<file path="src/rtl/burst_seq_pkg.sv">
package burst_seq_pkg;
    typedef enum logic [0:0] {
        SEQ_IDLE  = 1'b0,
        SEQ_BURST = 1'b1
    } seq_state_t;
endpackage

</file>
<file path="src/rtl/burst_load_ctl.sv">
module burst_load_ctl (
    input  logic strobe_proc_n,
    input  logic strobe_ctrl_n,
    input  logic ce1_n,
    output logic take_load
);
    logic proc_ok;

    // Processor strobe counts only while the primary select is active;
    // it has precedence, otherwise the controller strobe decides.
    always_comb begin
        proc_ok = !strobe_proc_n && !ce1_n;
        if (proc_ok) take_load = 1'b1;
        else         take_load = !strobe_ctrl_n;
    end
endmodule

</file>
<file path="src/rtl/burst_counter.sv">
module burst_counter #(
    parameter int BURST_BITS = 2
) (
    input  logic                  clk,
    input  logic                  rst_n,
    input  logic                  clr,
    input  logic                  step,
    output logic [BURST_BITS-1:0] count
);
    always_ff @(posedge clk or negedge rst_n) begin
        if (!rst_n)    count <= '0;
        else if (clr)  count <= '0;
        else if (step) count <= count + 1'b1;
    end
endmodule

</file>
<file path="src/rtl/burst_order_map.sv">
module burst_order_map #(
    parameter int BURST_BITS = 2
) (
    input  logic [BURST_BITS-1:0] start,
    input  logic [BURST_BITS-1:0] count,
    input  logic                  interleave,
    output logic [BURST_BITS-1:0] low_out
);
    logic [BURST_BITS-1:0] lin_val;
    logic [BURST_BITS-1:0] xor_val;

    genvar b;
    generate
        for (b = 0; b < BURST_BITS; b++) begin : g_xor
            assign xor_val[b] = start[b] ^ count[b];
        end
    endgenerate

    always_comb begin
        lin_val = start + count;
        low_out = interleave ? xor_val : lin_val;
    end
endmodule

</file>
<file path="src/rtl/burst_addr_seq.sv">
module burst_addr_seq
    import burst_seq_pkg::*;
#(
    parameter int ADDR_W     = 20,
    parameter int BURST_BITS = 2
) (
    input  logic              clk,
    input  logic              rst_n,
    input  logic [ADDR_W-1:0] addr_in,
    input  logic              strobe_proc_n,
    input  logic              strobe_ctrl_n,
    input  logic              adv_n,
    input  logic              ce1_n,
    input  logic              ce2,
    input  logic              ce3_n,
    input  logic              mode_il,
    output logic [ADDR_W-1:0] addr_out,
    output logic              sel_out
);
    localparam int HI_W = ADDR_W - BURST_BITS;

    seq_state_t            state_q;
    seq_state_t            state_d;
    logic                  take_load;
    logic                  step_en;
    logic [ADDR_W-1:0]     base_q;
    logic                  sel_q;
    logic [BURST_BITS-1:0] cnt_q;
    logic [BURST_BITS-1:0] low_bits;
    logic [HI_W-1:0]       high_bits;

    burst_load_ctl u_load (
        .strobe_proc_n (strobe_proc_n),
        .strobe_ctrl_n (strobe_ctrl_n),
        .ce1_n         (ce1_n),
        .take_load     (take_load)
    );

    // Next state: load_first, reload, hold_or_step
    always_comb begin
        state_d = state_q;
        unique case (state_q)
            SEQ_IDLE:  if (take_load) state_d = SEQ_BURST;
            SEQ_BURST: state_d = SEQ_BURST;
            default:   state_d = SEQ_IDLE;
        endcase
    end

    always_ff @(posedge clk or negedge rst_n) begin
        if (!rst_n) state_q <= SEQ_IDLE;
        else        state_q <= state_d;
    end

    // Output registers: captured base address and select
    always_ff @(posedge clk or negedge rst_n) begin
        if (!rst_n) begin
            base_q <= '0;
            sel_q  <= 1'b0;
        end else if (take_load) begin
            base_q <= addr_in;
            sel_q  <= !ce1_n && ce2 && !ce3_n;
        end
    end

    assign step_en = (state_q == SEQ_BURST) && !adv_n && !take_load;

    burst_counter #(.BURST_BITS(BURST_BITS)) u_cnt (
        .clk   (clk),
        .rst_n (rst_n),
        .clr   (take_load),
        .step  (step_en),
        .count (cnt_q)
    );

    burst_order_map #(.BURST_BITS(BURST_BITS)) u_map (
        .start      (base_q[BURST_BITS-1:0]),
        .count      (cnt_q),
        .interleave (mode_il),
        .low_out    (low_bits)
    );

    assign high_bits = base_q[ADDR_W-1:BURST_BITS];
    assign addr_out  = {high_bits, low_bits};
    assign sel_out   = sel_q;
endmodule

</file>
<file path="config.mk">
export PLATFORM = sky130hd
export DESIGN_NAME = burst_addr_seq
export DESIGN_NICKNAME = d
export VERILOG_FILES = /design/src/rtl/burst_seq_pkg.sv /design/src/rtl/burst_load_ctl.sv /design/src/rtl/burst_counter.sv /design/src/rtl/burst_order_map.sv /design/src/rtl/burst_addr_seq.sv
export SDC_FILE = /design/constraint.sdc
export NUM_CORES = 1
export LEC_CHECK = 0
export ABC_AREA = 1
export BUFFER_PORTS_ARGS = -buffer_cell sky130_fd_sc_hd__clkbuf_2
export CAP_MARGIN = 20
export CORE_AREA = 5 5 55 57
export DETAILED_ROUTE_END_ITERATION = 8
export DIE_AREA = 0 0 60 62
export PLACE_DENSITY = 0.8
export SLEW_MARGIN = 15
export SYNTH_ARGS = -nofsm -noshare
export SYNTH_HDL_FRONTEND = slang
export SYNTH_SLANG_ARGS = --single-unit
</file>
<file path="constraint.sdc">
create_clock -name clk -period 1.3 [get_ports clk]
set_clock_uncertainty 0.05 [all_clocks]
set_input_delay 0.065 -clock clk [delete_from_list [all_inputs] [get_ports clk]]
set_output_delay 0.065 -clock clk [all_outputs]
set_load 0.01 [all_outputs]
</file>
==> impl_metrics.py, run 1 <==
metrics = {
    "placed_design": {
        "port_buffers": 49,
        "dp_hpwl_um": 1832,
        "gp_congestion": 0.7949,
    },
    "run_status": {
        "outcome": "finished with violations",
        "failed_checks": "negative setup slack",
    },
    "sta": {
        "slew_violations": 0,
        "finalSetupViolations": 1,
        "fin_hold_ws_ps": 60.39,
        "tightest_slew_ps": 549.9,
        "min_period_over_period_pct": 105.0,
        "max_freq_mhz": 732.7,
        "hold_viol": 0,
        "grt_setup_unrepaired": "true",
        "post-route-min-period_ps": 1365,
        "slew_headroom_pct": 63.34,
        "fin_ws_ps": -64.78,
    },
    "routing": {
        "drc": 0,
        "final_antenna_net_count": 0,
        "drtIter0Drc": 44,
        "routed_wl_um": 2675,
        "dr.pass1.iters": 3,
        "vias": 1035,
        "wire_per_inst_um": 11.84,
        "viasPerCell": 4.580,
    },
    "floorplan": {
        "io_pins": 50,
        "design.die.area_um2": 3720,
        "die_x_um": 60,
        "start_util_pct": 47.69,
        "die_h_um": 62,
        "design.core.area_um2": 2432,
        "fp-row-count": 18,
    },
    "power": {
        "power_switching_uw": 432.3,
        "internal_power_uw": 1103,
        "total_power_uw": 1535,
        "sw_frac_of_total_pct": 28.16,
        "p_comb_share_pct": 24.0,
        "power.density_nw_per_um2": 972.1,
        "ir_drop_v": 0.0005472,
        "leakage_uw": 0.0008995,
        "clkPwrFrac_pct": 20.9,
        "p_seq_share_pct": 55.2,
    },
    "layout": {
        "area_growth_pct": 36.14,
        "drive_gt1_share_pct": 34.18,
        "fillers": 200,
        "num_antenna_cells": 0,
        "post-route-util_pct": 64.92,
        "multi_input_area_um2": 361.6,
        "nets": 228,
        "seq_area_um2": 600.6,
        "layout_commonest_cell": "nand2_1",
        "layout_common_cells": "67 x nand2_1, 47 x clkbuf_2, 24 x dfrtp_1",
    },
    "synth": {
        "seq_area_frac_synth_pct": 51.78,
        "yosysTopAreaCell": "dfrtp_1",
        "netlist_area_um2": 1160,
        "synth.top_cell.area_share_pct": 51.78,
        "synth-seq-cells": 24,
        "synth_nets": 167,
        "yosysUniqueCellTypes": 16,
        "yosys_warnings": 0,
        "synth_cells": 137,
        "synth.area.top_cells": "dfrtp_1 52%, nand2_1 22%, buf_4 13%, inv_1 2.6%, buf_6 1.9%",
        "synth.avg_cell_area_um2": 8.466,
    },
    "global_routing": {
        "antenna_found_initial": 0,
        "grt_pass1_wl_um": 4533,
        "overflow": 0,
        "first_global_vias": 1112,
        "grt_max_degree": 25,
        "grtUsageTotal_pct": 16.24,
    },
    "clock_network": {
        "cts_tree": "done",
        "cts-root-buf": "clkbuf_4",
        "htreeDepth": 1,
        "clock-sinks": 24,
        "clkLatencyLatePin_ps": 310,
        "cts.reportedPaths.clkPinSlew_ps": 120,
        "cts_buffer_depth": 2,
        "cts_buffers": 3,
    },
    "critical_path": {
        "r2r-start": "u_cnt.count[0]",
        "worstPathArrival_ps": 1250,
        "critPathKind": "reg2out",
        "worstSetupStartpointType": "flip-flop",
        "crit_path_end_kind": "output pin",
        "path_max_fanout": 2,
        "startpoint": "u_cnt.count[0]",
        "critical_path_required_ps": 1190,
    },
    "job": {
        "drv_cap": 0,
    },
    "worst_hold_path": {
        "hp-class": "in2reg",
        "min_from": "adv_n",
    },
}
through the flow:
stage	cells	TNS (ps)	cell area, µm²	setup slack, ps
after floorplan	137	0	1160	352.5
after global placement	197	0	1292	257.4
after detailed placement	197	0	1292	248.5
after CTS	225	-58.91	1565	-58.91
after global routing	226	-165.3	1579	-160.3
final	226	-64.78	1579	-64.78
critical path, cell delays in order (launching register included):
cell and delay, ps:
dfrtp_1 400, ha_2 180, nand2_2 60, nand3_1 80, nand2_1 60, inv_1 30, buf_2 120
per-layer routing:
| metal | share of wire, % | routed length (µm) | vias up | GRT usage [%] |
|---|---|---|---|---|
| li1 | - | - | 514 | - |
| met1 | 37 | 993 | 476 | 16.71 |
| met2 | 52 | 1400 | 37 | 31.17 |
| met3 | 7.1 | 189 | 8 | 1.653 |
| met4 | 3.4 | 92 | 0 | 10.44 |
| met5 | 0 | 0 | - | 0 |
power groups by stage:
stage | combinational [µW] | sequential (µW) | clock [µW]
after floorplan | 231 | 854 | 0
after global placement | 286 | 858 | 0
after CTS | 359 | 847 | 326
final | 368 | 847 | 320
after detailed placement | 297 | 862 | 0
after global routing | 412 | 855 | 359
state kept, by name (all words and copies together), names as in the netlist:
| signal | count |
|---|---|
| state_q | 1 |
| u_cnt.count | 2 |
| sel_out | 1 |
| base_q | 20 |
cells in the mapped netlist, drive strengths merged:
master   n
or2      1
nand3    2
nand2   69
ha       1
dfrtp   24
nand4    1
buf     22
inv      8
o21ai    3
nor2     5
a21oi    1
cell families (layout without fill, tap and decap cells):
kind of cell,count (synthesis),count (layout),synth area share (%)
adder cells (fa/ha/maj),1,1,1.079
flip-flops,24,24,51.78
buffers and inverters,30,89,17.48
AO/OA/AOI/OAI,4,4,2.049
AND/OR/NAND/NOR,78,78,27.62
layout make-up:
class / count / area share [%]
repair buffers: 78 / 33.36
well taps: 30 / 2.377
inverters: 8 / 1.902
flip-flops and latches: 24 / 38.03
multi-input cells: 83 / 22.90
clock buffers: 3 / 1.426
path summary, 6_finish.rpt:
| path | endpoint | slack (ps) | cells after the start |
|---|---|---|---|
| worst max-delay path | addr_out[1] | -60 | 6 |
| worst max register to register | u_cnt.count[1] | 170 | 6 |
| worst min register to register | base_q[17] | 430 | 2 |
| worst min-delay path | u_cnt.count[0] | 60 | 4 |
| min in group asynchronous | base_q[7] | 200 | 2 |
| max in group asynchronous | base_q[13] | 640 | 2 |
repair_timing:
action                                  CTS  global route
hold buffers                             23             0
pin swaps                                 4             0
resized for setup                         2             4
endpoints found under the hold margin    45             0
setup buffers                             2             1
cloned                                    0             0
endpoints found under the setup margin    1             2
Power figures use the tool's default switching activity.
==> run 2: changes to the inputs <==
Settings changed: CORE_AREA 5 5 55 57 to 5 5 54 56, CTS_BUF_LIST set to sky130_fd_sc_hd__clkbuf_4, DIE_AREA 0 0 60 62 to 0 0 59 61, PLACE_DENSITY 0.8 to 0.82.
==> run 2 against run 1 <==
The run ends with negative hold slack, negative setup slack left. Global-route usage grew 0.56 points. Worst hold slack got worse by 62 ps. Flip-flop and latch count is the same. Die area shrank 3.3%. Power fell by 0.44%. Sequential share of layout area did not move. Critical endpoint unchanged.
==> impl_metrics.py, run 2 (synthesis results as in run 1) <==
metrics = {
    "power": {
        "ir_drop_v": 0.0006046,
        "power.density_nw_per_um2": 967.9,
        "power_switching_uw": 423.5,
        "total_power_uw": 1528,
        "p_seq_share_pct": 55.5,
        "p_comb_share_pct": 24.5,
        "internal_power_uw": 1105,
        "sw_frac_of_total_pct": 27.71,
        "leakage_uw": 0.0009003,
        "clkPwrFrac_pct": 20.0,
    },
    "critical_path": {
        "critical_path.top_delay_family": "flip-flops",
        "cp.depth": 6,
        "crit_path_end_kind": "output pin",
        "path_cells": "ha_2 > nand2_2 > nand3_2 > nand2_1 > inv_1 > buf_2",
        "worstSetupStartpointType": "flip-flop",
        "critical_path_required_ps": 1190,
        "ff2ff_path_depth": 5,
        "cpMaxStageDelayCell": "dfrtp_1",
        "critPathKind": "reg2out",
        "path_buf_inv": 2,
        "critPathMaxStageDelay_ps": 400,
        "path_max_fanout": 2,
        "worstPathArrival_ps": 1240,
    },
    "sta": {
        "post-route-min-period_ps": 1354,
        "slew_violations": 0,
        "finalSetupViolations": 1,
        "fin_ws_ps": -54.39,
        "fin_hold_ws_ps": -1.661,
        "tightest_slew_ps": 588.6,
        "min_period_over_period_pct": 104.2,
        "max_freq_mhz": 738.3,
        "hold_viol": 1,
        "slew_headroom_pct": 60.76,
        "grt_setup_unrepaired": "true",
        "tns_ps": -54.39,
    },
    "global_routing": {
        "first_global_vias": 1072,
        "grtUsageTotal_pct": 16.80,
        "antenna_found_initial": 0,
        "grt_max_degree": 25,
        "gr-usage-met2_pct": 35.02,
        "use_met3_pct": 2.979,
        "met1_usage_pct": 16.69,
        "grt.busiest_layer": "met2",
        "grt_pass1_wl_um": 4560,
        "overflow": 0,
    },
    "floorplan": {
        "design.core.area_um2": 2387,
        "design.die.area_um2": 3599,
        "start_util_pct": 48.58,
        "die_h_um": 61,
        "io_pins": 50,
        "fp-row-count": 18,
        "die_x_um": 59,
    },
    "clock_network": {
        "cts_buffers": 3,
        "cts.reportedPaths.clkPinSlew_ps": 120,
        "htreeDepth": 1,
        "cts_buffer_depth": 2,
        "cts_tree": "done",
        "clkLatencyLatePin_ps": 290,
        "cts-root-buf": "clkbuf_4",
        "clock-sinks": 24,
    },
    "layout": {
        "area_growth_pct": 36.14,
        "num_antenna_cells": 0,
        "layout_common_cells": "67 x nand2_1, 47 x clkbuf_2, 24 x dfrtp_1",
        "largestRegisters": "base_q: 20 flops, u_cnt.count: 2 flops",
        "regMostFlops": "base_q",
        "drive_gt1_share_pct": 34.54,
        "layout_commonest_cell": "nand2_1",
        "largest_register_ff_count": 20,
        "post-route-util_pct": 66.14,
        "nets": 226,
    },
    "routing": {
        "routed_wl_um": 2811,
        "dr.pass1.iters": 2,
        "drtIter0Drc": 20,
        "viasPerCell": 4.612,
        "vias": 1033,
        "final_antenna_net_count": 0,
        "wire_per_inst_um": 12.55,
        "drc": 0,
    },
    "job": {
        "drv_cap": 0,
    },
    "placed_design": {
        "place_worst_setup_slack_ps": 204.6,
        "port_buffers": 49,
        "dp_hpwl_um": 1918,
        "gp_congestion": 0.6403,
    },
    "worst_hold_path": {
        "holdPathStages": 4,
        "hp-class": "in2reg",
    },
    "run_status": {
        "failed_checks": "negative hold slack, negative setup slack",
        "outcome": "finished with violations",
    },
}
run 2: changes by cell type in the layout (fill, tap and decap cells not counted):
cell,previous run,this run
buf_4,6,4
nand3_1,2,1
nand3_2,0,1
buf_12,0,1
dlygate4sd3_1,23,22
run 2: metal layers:
layer	routed length, µm	up-vias
li1	-	507
met1	1037	486
met2	1553	36
met3	188	4
met4	32	0
met5	0	-
run 2: repair_timing:
action,CTS,global route
pin swaps,3,2
setup endpoints to repair,1,3
hold buffers,23,0
hold endpoints to repair,45,0
setup buffers,2,0
resized for setup,3,4
run 2: layout make-up:
cell class | count | area (µm²)
repair buffers | 76 | 521.8
clock buffers | 3 | 22.52
well taps | 30 | 37.54
inverters | 8 | 30.03
flip-flops and latches | 24 | 600.6
multi-input cells | 83 | 366.6
fillers | 210 | 808.3
run 2: power groups by stage:
stage,combinational (µW),sequential (µW),clock [µW]
2_1_floorplan,231,854,0
3_3_place_gp,291,858,0
3_5_place_dp,305,863,0
4_1_cts,369,848,318
5_1_grt,417,857,356
6_report,374,848,306
run 2: path summary, 6_finish.rpt:
kind / from / end / slack, ps
worst max-delay path: u_cnt.count[0] / addr_out[1] / -50
worst min-delay path: ce3_n / sel_out / -2
worst max register to register: u_cnt.count[0] / u_cnt.count[1] / 290
worst min register to register: base_q[16] / base_q[16] / 430
max in group asynchronous: rst_n / u_cnt.count[0] / 570
min in group asynchronous: rst_n / base_q[6] / 250
run 2: worst reg2reg max path, delay by kind of cell (launching register included):
kind          cells  cell delay [ps]
flops             1              400
buf+inv           2              200
simple gates      3              270
run 2: through the flow:
stage,cells,instance area (µm²)
after detailed placement,197,1305
after CTS,225,1578
final,224,1579
after floorplan,137,1160
after global placement,197,1305
after global routing,224,1579
==> run 3: changes to the inputs <==
Settings changed: CORE_AREA 5 5 54 56 to 5 5 60 62, DIE_AREA 0 0 59 61 to 0 0 65 67, PLACE_DENSITY 0.82 to 0.68.
==> run 3 against run 2 <==
The flow finishes with violations (negative setup slack). Clock-buffer cell count unchanged. Sequential share of layout area decreased by 0.12 points. Clock power increased by 1%. Fmax decreased by 0.14%. Utilization decreased by 13 points. Design area increased by 0.32%. Global-route usage decreased by 3.8 points. Die area increased by 21%. Largest power group unchanged. Highest routed layer is now met3.
==> impl_metrics.py, run 3 (synthesis results as in run 1) <==
metrics = {
    "run_status": {
        "outcome": "finished with violations",
        "failed_checks": "negative setup slack",
    },
    "critical_path": {
        "critical_path_required_ps": 1190,
        "worstSetupStartpointType": "flip-flop",
        "worstPathArrival_ps": 1240,
        "timing.rr.end": "u_cnt.count[1]",
        "path_max_fanout": 2,
        "path_cells": "ha_4 > nand2_2 > nand3_1 > nand2_1 > inv_1 > buf_6",
        "critPathKind": "reg2out",
        "r2r-start": "u_cnt.count[0]",
        "regToRegSetupSlack_ps": 140,
        "ff2ff_path_depth": 6,
        "cpMaxStageDelayCell": "dfrtp_1",
        "critPathMaxStageDelay_ps": 430,
        "crit_path_end_kind": "output pin",
    },
    "placed_design": {
        "gp_congestion": 0.7114,
        "dp_cells": 199,
        "dp_hpwl_um": 1778,
        "port_buffers": 49,
    },
    "clock_network": {
        "cts.reportedPaths.clkPinSlew_ps": 120,
        "cts-root-buf": "clkbuf_4",
        "clkLatencyLatePin_ps": 300,
        "cts_buffer_depth": 2,
        "cts_tree": "done",
        "cts_buffers": 3,
        "clock-sinks": 24,
        "htreeDepth": 1,
    },
    "routing": {
        "drtIter0Drc": 14,
        "viasPerCell": 4.316,
        "final_antenna_net_count": 0,
        "vias": 984,
        "routed_wl_um": 2554,
        "dr.pass1.iters": 2,
        "wire_per_inst_um": 11.20,
        "drc": 0,
    },
    "layout": {
        "nets": 226,
        "layout_commonest_cell": "nand2_1",
        "multi_input_area_um2": 371.6,
        "fillers": 272,
        "drive_gt1_share_pct": 32.82,
        "layout_common_cells": "67 x nand2_1, 47 x clkbuf_2, 24 x dfrtp_1",
        "area_growth_pct": 36.57,
        "regMostFlops": "base_q",
        "largestRegisters": "base_q: 20 flops, u_cnt.count: 2 flops",
        "layout.cells.non_filler": 228,
        "largest_register_ff_count": 20,
        "seq_area_um2": 600.6,
        "post-route-util_pct": 53.19,
        "num_antenna_cells": 0,
    },
    "global_routing": {
        "antenna_found_initial": 0,
        "grt.busiest_layer": "met2",
        "grt_max_degree": 25,
        "grt_pass1_wl_um": 4409,
        "grtUsageTotal_pct": 13.05,
        "gr-usage-met2_pct": 24.52,
        "first_global_vias": 999,
        "met1_usage_pct": 14.24,
        "overflow": 0,
        "use_met3_pct": 4.890,
    },
    "sta": {
        "post-route-min-period_ps": 1356,
        "min_period_over_period_pct": 104.3,
        "finalSetupViolations": 1,
        "hold_viol": 0,
        "tightest_slew_ps": 590.8,
        "fin_ws_ps": -56.32,
        "slew_violations": 0,
        "slew_headroom_pct": 60.61,
        "grt_setup_unrepaired": "true",
        "tns_ps": -56.32,
        "max_freq_mhz": 737.3,
    },
    "worst_hold_path": {
        "min_from": "adv_n",
        "min_to": "u_cnt.count[1]",
        "hp-class": "in2reg",
        "holdPathStages": 5,
    },
    "floorplan": {
        "die_x_um": 65,
        "design.die.area_um2": 4355,
        "die_h_um": 67,
        "fp-row-count": 20,
        "start_util_pct": 38.95,
        "io_pins": 50,
        "design.core.area_um2": 2978,
    },
    "power": {
        "total_power_uw": 1522,
        "power.density_nw_per_um2": 960.8,
        "leakage_uw": 0.0008954,
        "ir_drop_v": 0.0007071,
    },
    "job": {
        "drv_cap": 0,
    },
}
-- run 3: worst max-delay path by stage --
stage | end | slack (ps) | cells past startpoint | startpoint
floorplan | addr_out[1] | 350 | 6 | u_cnt.count[0]
global placement | addr_out[1] | 240 | 7 | u_cnt.count[0]
detailed placement | addr_out[1] | 220 | 7 | u_cnt.count[0]
CTS | addr_out[1] | -80 | 7 | base_q[0]
global route | addr_out[1] | -150 | 7 | u_cnt.count[0]
finish | addr_out[1] | -60 | 6 | u_cnt.count[0]
-- run 3: critical path, delay by kind of cell (launching register included) --
kind	cells	cell delay (ps)
adders and majority gates	1	170
and+or+nand+nor	3	180
buffers and inverters	2	150
DFF	1	430
-- run 3: routing by layer --
layer	part of all wire, %	vias to the layer above
met5	0	-
met1	41	433
met3	9.3	0
li1	-	511
met2	49	40
met4	0	0
-- run 3: stage by stage --
step / hold slack [ps] / worst slack [ps] / area (µm²)
2_1_floorplan: -280.6 / 352.5 / 1160
3_3_place_gp: 36.94 / 243.5 / 1289
3_5_place_dp: 46.81 / 219.1 / 1289
6_report: 76.87 / -56.32 / 1584
4_1_cts: 55.23 / -79.21 / 1558
5_1_grt: 82.25 / -151.4 / 1584
-- run 3: layout make-up --
type	instances	share of cell area [%]
clock buffer	3	1.422
clock inverter	1	0.2370
inverter	8	1.896
multi-input combinational	83	23.46
sequential	24	37.91
tap	33	2.607
timing repair buffer	76	32.46
-- run 3: timing repair --
| item | CTS | global route |
|---|---|---|
| buffers inserted | 1 | 1 |
| hold endpoints to repair | 45 | 0 |
| hold buffers | 23 | 0 |
| gates resized for setup | 2 | 5 |
| pin swaps | 3 | 0 |
| endpoints found under the setup margin | 1 | 2 |
-- run 3: power breakdown --
part | internal (µW) | leakage (µW) | switching, µW
logic | 180 | 0.000590 | 182
registers | 811 | 0.000290 | 39.3
clock network | 112 | 0.0000154 | 198
